## config.mk

```make
export PLATFORM = sky130hd
export DESIGN_NAME = tpr_timer_pair
export DESIGN_NICKNAME = d
export VERILOG_FILES = /design/src/rtl/tpr_pkg.sv /design/src/rtl/tpr_step_gen.sv /design/src/rtl/tpr_counter.sv /design/src/rtl/tpr_timer_pair.sv
export SDC_FILE = /design/constraint.sdc
export NUM_CORES = 1
export LEC_CHECK = 0
export BUFFER_PORTS_ARGS = -buffer_cell sky130_fd_sc_hd__clkbuf_2
export CORE_UTILIZATION = 53
export DETAILED_ROUTE_END_ITERATION = 6
export MAX_ROUTING_LAYER = met4
export PLACE_DENSITY = 0.77
export SLEW_MARGIN = 15
export SYNTH_ARGS = -nofsm -noshare
export SYNTH_HDL_FRONTEND = slang
export SYNTH_SLANG_ARGS = --single-unit
export TNS_END_PERCENT = 1
```

## constraint.sdc

```tcl
create_clock -name clk -period 3.56 [get_ports clk]
set_input_delay 0.712 -clock clk [delete_from_list [all_inputs] [get_ports clk]]
set_output_delay 0.712 -clock clk [all_outputs]
set_load 0.01 [all_outputs]
```

## src/rtl/tpr_pkg.sv

```systemverilog
package tpr_pkg;

    localparam int CTL_W  = 16;
    localparam int PRE_W  = 6;
    localparam int NTMR   = 2;

    typedef struct packed {
        logic [5:0] rsvd;
        logic       en;
        logic       up;
        logic       chain;
        logic [1:0] evt_mode;
        logic [1:0] src;
        logic [2:0] div;
    } tmr_ctl_t;

    typedef enum logic [1:0] {
        SRC_TICK = 2'b00,
        SRC_FALL = 2'b01,
        SRC_RISE = 2'b10,
        SRC_BOTH = 2'b11
    } src_e;

    typedef enum logic [1:0] {
        WA_CTL_LO = 2'd0,
        WA_CTL_HI = 2'd1,
        WA_CNT_LO = 2'd2,
        WA_CNT_HI = 2'd3
    } wr_addr_e;

    // Strip bits that are reserved for the given timer position.
    function automatic tmr_ctl_t ctl_filter(input logic [CTL_W-1:0] d, input logic upper);
        tmr_ctl_t c;
        c      = tmr_ctl_t'(d);
        c.rsvd = '0;
        if (!upper) begin
            c.chain    = 1'b0;
            c.evt_mode = 2'b00;
        end
        return c;
    endfunction

    // Low-bit mask of the prescaler counter for a divide code; code 7 acts as 1.
    function automatic logic [PRE_W-1:0] div_mask(input logic [2:0] code);
        logic [PRE_W:0] t;
        if (code == 3'd7) return '0;
        t = (PRE_W+1)'(1) << code;
        return PRE_W'(t - (PRE_W+1)'(1));
    endfunction

endpackage

```

## src/rtl/tpr_step_gen.sv

```systemverilog
module tpr_step_gen
    import tpr_pkg::*;
(
    input  logic     clk,
    input  logic     rst,
    input  tmr_ctl_t ctl,
    input  logic     ctl_wr,
    input  logic     pin,
    input  logic     slot,
    output logic     step
);

    logic             s1, s2, s3;
    logic             pend;
    logic [PRE_W-1:0] pre;
    logic             rise, fall, edge_hit, ext, qual;
    logic [PRE_W-1:0] mask;

    always_ff @(posedge clk) begin
        if (rst) begin
            s1 <= 1'b0;
            s2 <= 1'b0;
            s3 <= 1'b0;
        end else begin
            s1 <= pin;
            s2 <= s1;
            s3 <= s2;
        end
    end

    assign rise = s2 & ~s3;
    assign fall = ~s2 & s3;
    assign ext  = (src_e'(ctl.src) != SRC_TICK);

    always_comb begin
        case (src_e'(ctl.src))
            SRC_TICK: edge_hit = 1'b1;
            SRC_FALL: edge_hit = fall;
            SRC_RISE: edge_hit = rise;
            default:  edge_hit = rise | fall;
        endcase
    end

    assign qual = ctl.en && slot && (pend || edge_hit);
    assign mask = div_mask(ctl.div);
    assign step = qual && ((pre & mask) == mask);

    always_ff @(posedge clk) begin
        if (rst || ctl_wr) begin
            pre  <= '0;
            pend <= 1'b0;
        end else begin
            if (qual) pre <= pre + 1'b1;
            pend <= (ctl.en && ext) ? ((pend | edge_hit) & ~slot) : 1'b0;
        end
    end


    pre_gap_chk: assert property (@(posedge clk) disable iff (rst)
        (step && !ctl_wr && ctl.div != 3'd0 && ctl.div != 3'd7) |=> !step);

endmodule

```

## src/rtl/tpr_counter.sv

```systemverilog
module tpr_counter #(
    parameter int W = 16
) (
    input  logic         clk,
    input  logic         rst,
    input  logic         load,
    input  logic [W-1:0] load_val,
    input  logic         clr,
    input  logic         step,
    input  logic         up,
    output logic [W-1:0] cnt,
    output logic         bound,
    output logic         wrap
);

    assign bound = up ? (&cnt) : (~|cnt);

    always_ff @(posedge clk) begin
        if (rst) begin
            cnt  <= '0;
            wrap <= 1'b0;
        end else begin
            wrap <= 1'b0;
            if (load) begin
                cnt <= load_val;
            end else if (clr) begin
                cnt <= '0;
            end else if (step) begin
                cnt  <= up ? cnt + 1'b1 : cnt - 1'b1;
                wrap <= bound;
            end
        end
    end


    load_prio_chk: assert property (@(posedge clk) disable iff (rst)
        load |=> (cnt == $past(load_val)));


    clr_zero_chk: assert property (@(posedge clk) disable iff (rst)
        (clr && !load) |=> (cnt == '0));


    wrap_val_chk: assert property (@(posedge clk) disable iff (rst)
        wrap |-> (($past(up) && cnt == '0) || (!$past(up) && (&cnt))));

endmodule

```

## src/rtl/tpr_timer_pair.sv

```systemverilog
module tpr_timer_pair
    import tpr_pkg::*;
#(
    parameter int CNT_W = 16
) (
    input  logic             clk,
    input  logic             rst,
    input  logic             wr_en,
    input  logic [1:0]       wr_addr,
    input  logic [15:0]      wr_data,
    input  logic [1:0]       ext_clk,
    input  logic             evt_in,
    input  logic [1:0]       slot_tick,
    output logic [15:0]      ctl_lo_q,
    output logic [15:0]      ctl_hi_q,
    output logic [CNT_W-1:0] cnt_lo,
    output logic [CNT_W-1:0] cnt_hi,
    output logic             wrap_lo,
    output logic             wrap_hi
);

    tmr_ctl_t         ctl_r   [NTMR];
    logic [NTMR-1:0]  ctl_wr;
    logic [NTMR-1:0]  load;
    logic [NTMR-1:0]  own_step;
    logic [NTMR-1:0]  step_eff;
    logic [NTMR-1:0]  dir;
    logic [NTMR-1:0]  clr;
    logic [NTMR-1:0]  bound;
    logic [NTMR-1:0]  wrap_w;
    logic [CNT_W-1:0] cnt_w   [NTMR];
    logic             evt_prev;
    logic             evt_rise, evt_fall, clr_hi, chain;

    always_ff @(posedge clk) begin
        if (rst) evt_prev <= 1'b0;
        else     evt_prev <= evt_in;
    end

    assign evt_rise = evt_in & ~evt_prev;
    assign evt_fall = ~evt_in & evt_prev;
    assign clr_hi   = (ctl_r[1].evt_mode[0] & evt_fall) | (ctl_r[1].evt_mode[1] & evt_rise);
    assign chain    = ctl_r[1].chain;

    always_comb begin
        dir[0]      = ctl_r[0].up;
        step_eff[0] = own_step[0];
        clr[0]      = 1'b0;
        dir[1]      = chain ? ctl_r[0].up : ctl_r[1].up;
        step_eff[1] = chain ? (own_step[0] && !load[0] && bound[0] && ctl_r[1].en)
                            : own_step[1];
        clr[1]      = clr_hi;
    end

    for (genvar g = 0; g < NTMR; g++) begin : g_tmr
        assign ctl_wr[g] = wr_en && (wr_addr == 2'(g));
        assign load[g]   = wr_en && (wr_addr == 2'(g + 2));

        always_ff @(posedge clk) begin
            if (rst)            ctl_r[g] <= '0;
            else if (ctl_wr[g]) ctl_r[g] <= ctl_filter(wr_data, 1'(g == 1));
        end

        tpr_step_gen u_step (
            .clk    (clk),
            .rst    (rst),
            .ctl    (ctl_r[g]),
            .ctl_wr (ctl_wr[g]),
            .pin    (ext_clk[g]),
            .slot   (slot_tick[g]),
            .step   (own_step[g])
        );

        tpr_counter #(.W(CNT_W)) u_cnt (
            .clk      (clk),
            .rst      (rst),
            .load     (load[g]),
            .load_val (CNT_W'(wr_data)),
            .clr      (clr[g]),
            .step     (step_eff[g]),
            .up       (dir[g]),
            .cnt      (cnt_w[g]),
            .bound    (bound[g]),
            .wrap     (wrap_w[g])
        );
    end

    assign ctl_lo_q = ctl_r[0];
    assign ctl_hi_q = ctl_r[1];
    assign cnt_lo   = cnt_w[0];
    assign cnt_hi   = cnt_w[1];
    assign wrap_lo  = wrap_w[0];
    assign wrap_hi  = wrap_w[1];


    hold_off_chk: assert property (@(posedge clk) disable iff (rst)
        (!ctl_r[0].en && !load[0]) |=> $stable(cnt_w[0]));


    chain_link_chk: assert property (@(posedge clk) disable iff (rst)
        ($past(chain) && !$past(load[1]) && !$past(clr_hi) && cnt_w[1] != $past(cnt_w[1]))
        |-> wrap_w[0]);

endmodule

```

**After elaboration in Yosys (flattened, before gate mapping)**

Memory sizes are Yosys's and may differ from the RTL's.
Index checks and enable logic that the tools add are counted.

- $add $sub $neg: 8
- Equal/unequal tests: 11
- Shifts and indexed selects: 2
- Mux-type cells: 31
- Bitwise logic cells: 31
- Reductions and logical operators: 37

Operators with widths:

| operator | number |
|---|---|
| two-way mux 16 bit | 7 |
| adder 16 x 1 -> 16 bit (second input constant) | 2 |
| AND reduction 16 bit | 2 |
| OR reduction 16 bit | 2 |
| subtractor 16 x 1 -> 16 bit (second input constant) | 2 |
| two-way mux 6 bit | 4 |
| two-way mux 10 bit | 2 |
| logical AND 1 bit | 15 |
| two-way mux 1 bit | 14 |
| adder 6 x 1 -> 6 bit (second input constant) | 2 |
| AND 6 bit | 2 |
| equality test 6 bit | 2 |
| NOT 1 bit | 12 |
| << shifter 1 x 3 -> 6 bit (first input constant) | 2 |
| subtractor 6 x 1 -> 6 bit (second input constant) | 2 |
| AND 1 bit | 10 |
| equality test 2 bit (second input constant) | 4 |
| bitwise OR 1 bit | 7 |
| equality test 2 x 1 -> 1 bit (second input constant) | 3 |
| equality test 3 bit (second input constant) | 2 |
| logical NOT 2 bit | 3 |
| two-way mux 3 bit | 2 |
| case mux 1 bit (3 select lines) | 2 |
| nonzero test 2 bit | 3 |
| 6 further kinds | 12 |

- Register bits: 55
- Bits in writable memories: 20
- Input bits: 26
- Output and inout bits: 66
- Logic and storage cells: 136
- Memories: 1

Memory list:

| name | depth | bits a word | rd ports | clocked after memory_dff | wr ports | RTL line | RTL |
|---|---|---|---|---|---|---|---|
| ctl_r | 2 | 10 | 2 | 0 | 2 | tpr_timer_pair.sv:22 | `tmr_ctl_t ctl_r [NTMR];` |

**Longest topological paths before layout**

Gate-level depths: netlist of the first run.

- Word-level depth: 14
- Mapped depth: 13
- Mapped depth without buffers: 11

**By module**

From an unflattened synthesis of the first run, not the netlist that was laid out.

- Cells, all modules: 640
- Area, all modules: 5,426.5 µm²

By module, submodules not included:

| module | times used | cells each | area an instance (µm²) | seq. area each (µm²) |
|---|---|---|---|---|
| tpr_counter | 2 | 209 | 1,620.3 | 340.3 |
| tpr_timer_pair | 1 | 69 | 905.9 | 530.5 |
| tpr_step_gen (g_tmr[0].u_step) | 1 | 77 | 641.9 | 200.2 |
| tpr_step_gen (g_tmr[1].u_step) | 1 | 76 | 638.1 | 200.2 |

**Worst setup path before layout of the first run**

OpenSTA, ideal clock, no wires.

- Kind: flip-flop to flip-flop
- From: memory ctl_r[1][7] (netlist bit)
- To: register g_tmr[1].u_cnt.cnt[15]
- Setup time: 0.124 ns
- Arrival: 2.905 ns
- Required time: 3.436 ns
- Path slack: 0.531 ns
- Cell stages (with the launch flop): 12
- Buffers on the path: 0
- Period minus slack after synthesis: 3.029 ns
- Path through: edfxtp_1 -> mux2_2 -> inv_1 -> ha_1 -> a211oi_2 -> o21ai_1 -> a2111oi_2 -> o31ai_1 -> a31oi_1 -> xnor2_1 -> and4b_1 -> nor3_2

RTL lines:

| item | RTL line | RTL |
|---|---|---|
| start: declaration | tpr_timer_pair.sv:22 |  |
| end signal: assignment | tpr_counter.sv:25 | `cnt <= load_val;` |
| end signal: assignment | tpr_counter.sv:29 | `cnt <= up ? cnt + 1'b1 : cnt - 1'b1;` |
| end: declaration | tpr_counter.sv:11 | `output logic [W-1:0] cnt,` |

==> key figures, run 1 <==
Critical path
  • Reg2Reg Setup Slack: about 0.18 ns
  • WP data required: 3.80 ns
  • Cells along the critical path: mux2_2 > inv_1 > buf_4 > ha_1 > a21oi_1 > o21ai_0 > a2111oi_2 > o31ai_1 > a31oi_1 > xnor2_1 > and4b_1 > nor3_2
  • Crit path arrival time: 3.62 ns
  • Crit path buffers/inverters: 2
  • Crit path max fanout: 12
  • Critical Path Start Type: flip-flop
  • Kind of cell adding the most delay to the critical path: compound AO/OA/AOI/OAI gates
  • Crit. Startpoint: ctl_r[0][8]
  • Setup CP Type: flip-flop to flip-flop
  • Worst reg2reg startpoint: ctl_r[0][8]
  • CP max stage delay: 0.52 ns
  • CP max stage cell: edfxtp_1
  • Critical Path End Type: flip-flop

GRT
  • Vias in the first global route: approximately 4000
  • First-pass GRT wire length: between 15000 and 20000 microns
  • Initial antenna violation count: 0
  • All-Layer GR Usage: a little over a quarter
  • Remaining global-route overflow: 0
  • Largest net degree at the start of global routing: 30

Drt
  • Via Count: 4453
  • Avg WL per Cell: 16.3 microns
  • Post-Route WL: about 12000 microns
  • Via density: 5.87
  • DR iter-0 viols: 228
  • Routed Antenna Nets: 0
  • DRC viols: 8
  • DR pass1 iterations: 7

Clock network
  • CTS buffer count: 9
  • Htree depth: 3
  • Max clock buf depth: 2
  • Clk sinks: 72
  • Root Driver: clkbuf_8
  • Clk_lat worst skew: 0.35 ns
  • Worst-path clk slew: 0.08 ns
  • TritonCTS clock tree: done

Cells and area
  • Diodes inserted: 0
  • Fillers: 802
  • Area Overhead vs Synth: 13.1%
  • Final cell count without fillers: about 760
  • Most frequent cells in the layout: 76 x clkbuf_2, 55 x dfxtp_1, 53 x nor2_1
  • Commonest non-fill, non-tap cell in the layout: clkbuf_2
  • Layout cell share with drive strength beyond 1: 18.2%
  • Register area: 1610 sq um
  • Fin util: 62.6%
  • Multi-input logic area: 3040 sq um
  • # nets final: just over 700

Floorplanning
  • Core area: 8850 sq um
  • Die height: 98.1 microns
  • I/O pin total: between 90 and 100
  • Initial Utilization: 55.3%
  • Die Wd: 98.1 microns
  • Die area: 9630 sq um
  • Site Rows: 34

STA
  • Slew HR: 44.1%
  • Final setup fails: 0
  • Worst Tran Pin Value: 0.833 ns
  • Fin. max-slew vios: 0
  • Final Critical Period: 3.38 ns
  • RSZ-0062 raised after global routing: yes
  • Max Clk Rate: 296 MHz
  • Hold slack: around 0.44 ns
  • Worst Skew: 0.00906 ns
  • Post-route clock period utilization: between 90 and 100%
  • Final hold violation count: 0

Logic synthesis
  • EDFF count, synth: 17
  • Ys flop type: dfxtp_1
  • Ys async rst share: 0%
  • Cells after synthesis: 565
  • Synthesized area per cell: 8.67 sq um
  • Yosys reg bits: between 70 and 80
  • Yosys cell types: 68
  • Mapped Area: a little under 5000 sq um
  • Sequential element share of the synthesized area: 32.9%
  • Ys Warns: 0

Outcome
  • Failing checks: design-rule violations
  • Outcome: complete, but fails checks

Placed design
  • Dpl hpwl: slightly above 9000 microns
  • Placer's final routability congestion estimate: between 0.9 and 1
  • IO Port Bufs: 76
  • Post-Place Cells: 739

Power and ir drop
  • Power Total: 2.17 mW
  • Power Density: 392 nW/um^2
  • Leak pwr: between 2 and 2.5 nW
  • Maximum VDD drop: 0.000218 V

Worst hold path
  • Hold wc startpoint: g_tmr[0].u_step.s1
  • Hold Crit Class: flip-flop to flip-flop

Job
  • Max_cap viols: 0
==> registers in the layout, summed over array words and instances, names as in the netlist <==
register,flops
g_tmr.u_step.pre,12
evt_prev,1
g_tmr.u_step.s1,2
g_tmr.u_step.pend,2
g_tmr.u_step.s2,2
ctl_r,17
g_tmr.u_cnt.wrap,2
g_tmr.u_cnt.cnt,32
g_tmr.u_step.s3,2
==> per-stage QoR <==
| step | cell area, sq um | setup TNS (ns) | setup WS [ns] |
|---|---|---|---|
| floorplan | 4950 | 0 | 0.531 |
| global placement | 5340 | 0 | 0.383 |
| detailed placement | 5340 | 0 | 0.249 |
| CTS | 5510 | 0 | 0.213 |
| global route | 5540 | -0.0676 | -0.0676 |
| finish | 5540 | 0 | 0.182 |
==> where the power goes <==
| group | leakage (nW) | internal, mW | switching, mW |
|---|---|---|---|
| Combinational | 1.72 | 0.274 | 0.361 |
| Clock | 0.0842 | 0.256 | 0.328 |
| Sequential | 0.617 | 0.886 | 0.0685 |
| Total | 2.42 | 1.42 | 0.757 |
==> logic make-up (layout without fill, tap and decap cells) <==
group	Yosys count	in the layout	synth area share, %
AOI/OAI and AO/OA	141	141	19.7
DFF	72	72	32.9
and+or+nand+nor	209	209	23.3
adders and majority gates	38	38	10.0
xor gates and xnor gates	34	34	6.08
buffers and inverters	61	132	6.13
other	1	15	0.0766
muxes	9	9	1.87
==> Yosys cell counts (all sizes together), types with 5 or more instances <==
cell	instances	area, sq um
a211oi	13	103
a21o	10	75.1
a21oi	42	210
a221oi	12	118
and2	17	106
buf	26	169
clkbuf	8	30.0
dfxtp	55	1100
edfxtp	17	510
ha	36	450
inv	26	97.6
mux2i	8	80.1
nand2	24	90.1
nand2b	11	68.8
nand3	11	55.1
nand4	13	81.3
nor2	53	199
nor2b	12	75.1
nor3	23	130
nor4	21	131
o21ai	27	135
o31ai	5	37.5
or3	5	31.3
xnor2	15	131
xor2	19	166
==> layout make-up <==
| cell class | count | area share (%) |
|---|---|---|
| inverters | 27 | 1.90 |
| well taps | 108 | 2.44 |
| multi-input cells | 446 | 54.8 |
| repair buffers | 89 | 8.63 |
| flip-flops and latches | 72 | 29.1 |
| clock buffers | 10 | 2.30 |
| clock inverters | 6 | 0.813 |
==> path summary, 6_finish.rpt <==
kind,end,cells past startpoint
setup / recovery,g_tmr[1].u_cnt.cnt[15],12
hold / removal,g_tmr[0].u_step.s2,1
setup reg to reg,g_tmr[1].u_cnt.cnt[15],12
hold reg to reg,g_tmr[0].u_step.s2,1
==> routing by layer <==
metal / track usage [%] / part of all wire (%)
met1: 34.8 / 45
met2: 42.3 / 47
met4: 6.06 / 0.97
met5: - / 0
met3: 4.72 / 6.2
==> what timing repair did <==
item / 4_1_cts / 5_1_grt
endpoints found under the setup margin: 0 / 2
hold buffers: 0 / 0
setup buffers: 0 / 3
gates resized for setup: 0 / 1
No activity file was read; power rests on OpenSTA's default activity.
==> run 2, diff against run 1 <==
--- a/config.mk
+++ b/config.mk
@@ -9,9 +9,10 @@
 export CORE_UTILIZATION = 53
 export DETAILED_ROUTE_END_ITERATION = 6
 export MAX_ROUTING_LAYER = met4
-export PLACE_DENSITY = 0.77
+export PLACE_DENSITY = 0.76
 export SLEW_MARGIN = 15
 export SYNTH_ARGS = -nofsm -noshare
 export SYNTH_HDL_FRONTEND = slang
+export SYNTH_HIERARCHICAL = 1
 export SYNTH_SLANG_ARGS = --single-unit
 export TNS_END_PERCENT = 1
==> key figures, run 2 <==
Outcome
  • Outcome: finished, final reports clean

Worst hold path
  • Hold Crit Class: flip-flop to flip-flop
  • Hold depth: 1 (unchanged)
  • Hold wc startpoint: g_tmr[1].u_step/s1

Critical path
  • Worst reg-to-reg path cell count: 14 (+2)
  • Crit. Startpoint: ctl_r[1][0]
  • Setup CP Type: flip-flop to flip-flop
  • WP data required: 3.80 ns (about the same)
  • Critical Path End: g_tmr[1].u_cnt/cnt[8]
  • Crit path arrival time: 3.62 ns (about the same)
  • Critical Path Start Type: flip-flop
  • RR Endpoint: g_tmr[1].u_cnt/cnt[8]
  • Reg2Reg Setup Slack: 0.19 ns (about the same)
  • Worst reg2reg startpoint: ctl_r[1][0]
  • Crit path max fanout: 7 (-5)
  • Critical Path End Type: flip-flop

Job
  • Max_cap viols: 0 (unchanged)

Logic synthesis
  • Synth top cells by count: 55 x dfxtp_1, 51 x a21oi_1, 44 x nand2_1
  • Synthesized area per cell: 8.48 sq um (-2.2%)
  • Synth Area in Adders: 9.04% (-0.98 points)
  • Post-synth top area share: 20.3% (-2.2 points)
  • EDFF count, synth: 17 (unchanged)
  • Mux contribution to synthesized area: 2.42% (+0.56 points)
  • Count leader, synth: dfxtp_1
  • Yosys reg bits: 72 (unchanged)
  • Ys Warns: 6 (+6)
  • Xor/xnor share of the synthesized area: 3.55% (-2.5 points)
  • Ys flop type: dfxtp_1
  • Sequential element share of the synthesized area: 29.7% (-3.2 points)
  • Top cell type by total area after synthesis: dfxtp_1
  • Ys async rst share: 0% (unchanged)
  • Largest family of logic cells by synthesized area: compound AO/OA/AOI/OAI gates
  • Synth Area in Simple Gates: 22.8% (-0.50 points)
  • Yosys cell types: 74 (+8.8%)
  • Cells after synthesis: 640 (+13%)
  • Dominant cells by area after synthesis: dfxtp_1 20%, edfxtp_1 9.4%, ha_1 8.3%, a21oi_1 4.7%, o21ai_0 3.2%
  • Compound-Gate Fraction of Synth Area: 25.5% (+5.8 points)
  • Mapped Area: 5430 sq um (+11%)

GRT
  • First-pass GRT wire length: 22600 microns (+15%)
  • All-Layer GR Usage: 28.6% (+2.2 points)
  • Largest net degree at the start of global routing: 56 (+87%)
  • Vias in the first global route: 4647 (+17%)
  • Initial antenna violation count: 0 (unchanged)
  • Remaining global-route overflow: 0 (unchanged)

Drt
  • Top sig layer: met4
  • DR iter-0 viols: 330 (+45%)
  • Post-Route WL: 14900 microns (+21%)
  • DRC viols: 0 (-8)
  • Via density: 6.24 (+6.2%)
  • M1 WL: 6270 microns (+12%)
  • Avg WL per Cell: 17.5 microns (+7.3%)
  • Wire length on met3: 1180 microns (+54%)
  • Metal2 WL: 7270 microns (+24%)
  • Via Count: 5321 (+19%)
  • Routed Antenna Nets: 0 (unchanged)
  • DR pass1 iterations: 7 (unchanged)

STA
  • Hold slack: 0.460 ns (+0.0198 ns)
  • Setup TNS: 0 ns (unchanged)
  • Worst Skew: 0.00881 ns (-0.000246 ns)
  • Max Clk Rate: 296 MHz (about the same)
  • Final hold violation count: 0 (unchanged)
  • Post-route clock period utilization: 94.8% (about the same)
  • Fin. max-slew vios: 0 (unchanged)
  • Slew HR: 45.8% (+1.7 points)
  • Final Critical Period: 3.37 ns (-0.00319 ns)
  • Fin worst setup slack: 0.185 ns (+0.00319 ns)
  • Worst Tran Pin Value: 0.810 ns (-0.0228 ns)
  • Final setup fails: 0 (unchanged)

Floorplanning
  • Site Rows: 36 (+5.9%)
  • Die area: 10600 sq um (+11%)
  • Initial Utilization: 55.0% (-0.32 points)
  • Die height: 103 microns (+5.2%)
  • I/O pin total: 92 (unchanged)
  • Die Wd: 103 microns (+5.2%)
  • Core area: 9860 sq um (+11%)

Clock network
  • Root Driver: clkbuf_8
  • Htree depth: 3 (unchanged)
  • Worst-path clk slew: 0.09 ns (about the same)
  • CTS buffer count: 9 (unchanged)
  • Max clock buf depth: 2 (unchanged)
  • CTS hold repair buffers: 0 (unchanged)
  • Clk sinks: 72 (unchanged)
  • Clk_lat worst skew: 0.36 ns (about the same)
  • TritonCTS clock tree: done

Cells and area
  • Fin area: 6130 sq um (+11%)
  • Largest Register: g_tmr.u_cnt/cnt
  • Most frequent cells in the layout: 76 x clkbuf_2, 55 x dfxtp_1, 51 x a21oi_1
  • Commonest non-fill, non-tap cell in the layout: clkbuf_2
  • Max FFs per register: 32 (unchanged)
  • Final cell count without fillers: 853 (+13%)
  • Fillers: 848 (+5.7%)
  • Diodes inserted: 0 (unchanged)
  • Area Overhead vs Synth: 12.9%
  • # nets final: 779 (+9.9%)
  • Top Registers: g_tmr.u_cnt/cnt (32), ctl_r (17), g_tmr.u_step/pre (12)
  • Fin util: 62.1% (-0.50 points)
  • Layout cell share with drive strength beyond 1: 20.8% (+2.7 points)

Placed design
  • Dpl hpwl: 11100 microns (+20%)
  • Post-Place Cells: 830 (+12%)
  • IO Port Bufs: 76 (unchanged)
  • Pre-CTS setup slack: 0.167 ns (-0.0822 ns)
  • Placed cell area: 5830 sq um (+9.2%)
  • Placer's final routability congestion estimate: 0.908 (-5.1%)

Power and ir drop
  • Power Total: 2.65 mW (+22%)
  • Power Density: 432 nW/um^2 (+10%)
  • Maximum VDD drop: 0.000250 V (+15%)
  • Leak pwr: 2.57 nW (+6.2%)
-- run 2: critical path, cell delays in order, from the launching register on --
cell and delay, ns:
edfxtp_1 0.47, inv_1 0.11, or3_1 0.36, ha_1 0.26, inv_1 0.09, nor4_1 0.05, o41ai_1 0.42, a2111oi_2 0.13
inv_1 0.09, o22ai_2 0.12, or3_4 0.48, o21ai_2 0.17, o21bai_1 0.12, o21ai_1 0.09, a211o_1 0.29
-- run 2: power by group --
part	switching (mW)	leakage (nW)	internal [mW]	total, mW
Sequential	0.107	0.617	0.901	1.01
Combinational	0.538	1.84	0.358	0.896
Clock	0.345	0.118	0.397	0.742
-- run 2: worst min path at each step --
stage	slack [ns]	end
after CTS	0.46	g_tmr[1].u_step/s2
after floorplan	0.41	g_tmr[0].u_step/s2
final	0.46	g_tmr[1].u_step/s2
after detailed placement	0.44	g_tmr[1].u_step/s2
after global routing	0.47	g_tmr[1].u_step/s2
after global placement	0.43	g_tmr[1].u_step/s2
-- run 2: per-layer routing --
layer  vias to the layer above  GRT usage, %
met4                         0          8.23
met5                         -             -
met1                      2533          35.0
met2                       240          48.1
met3                        26          5.58
li1                       2522             -
-- run 2: logic make-up after synthesis --
group                    after synthesis
AO/OA/AOI/OAI                        198
XOR/XNOR                              22
adder cells (fa/ha/maj)               38
buffers and inverters                 76
flip-flops                            72
multiplexers                          13
other                                  1
AND/OR/NAND/NOR                      220
-- run 2: final cells by class --
class / instances / area (sq um) / area share, %
repair buffers: 89 / 478 / 7.80
inverters: 36 / 135 / 2.21
well taps: 133 / 166 / 2.72
clock inverters: 5 / 67.6 / 1.10
multi-input cells: 507 / 3500 / 57.2
flip-flops and latches: 72 / 1610 / 26.3
clock buffers: 11 / 163 / 2.66
-- run 2: what timing repair did --
| item | in CTS | in global routing |
|---|---|---|
| endpoints found under the setup margin | 0 | 3 |
| buffers inserted | 0 | 7 |
| resized for setup | 0 | 1 |
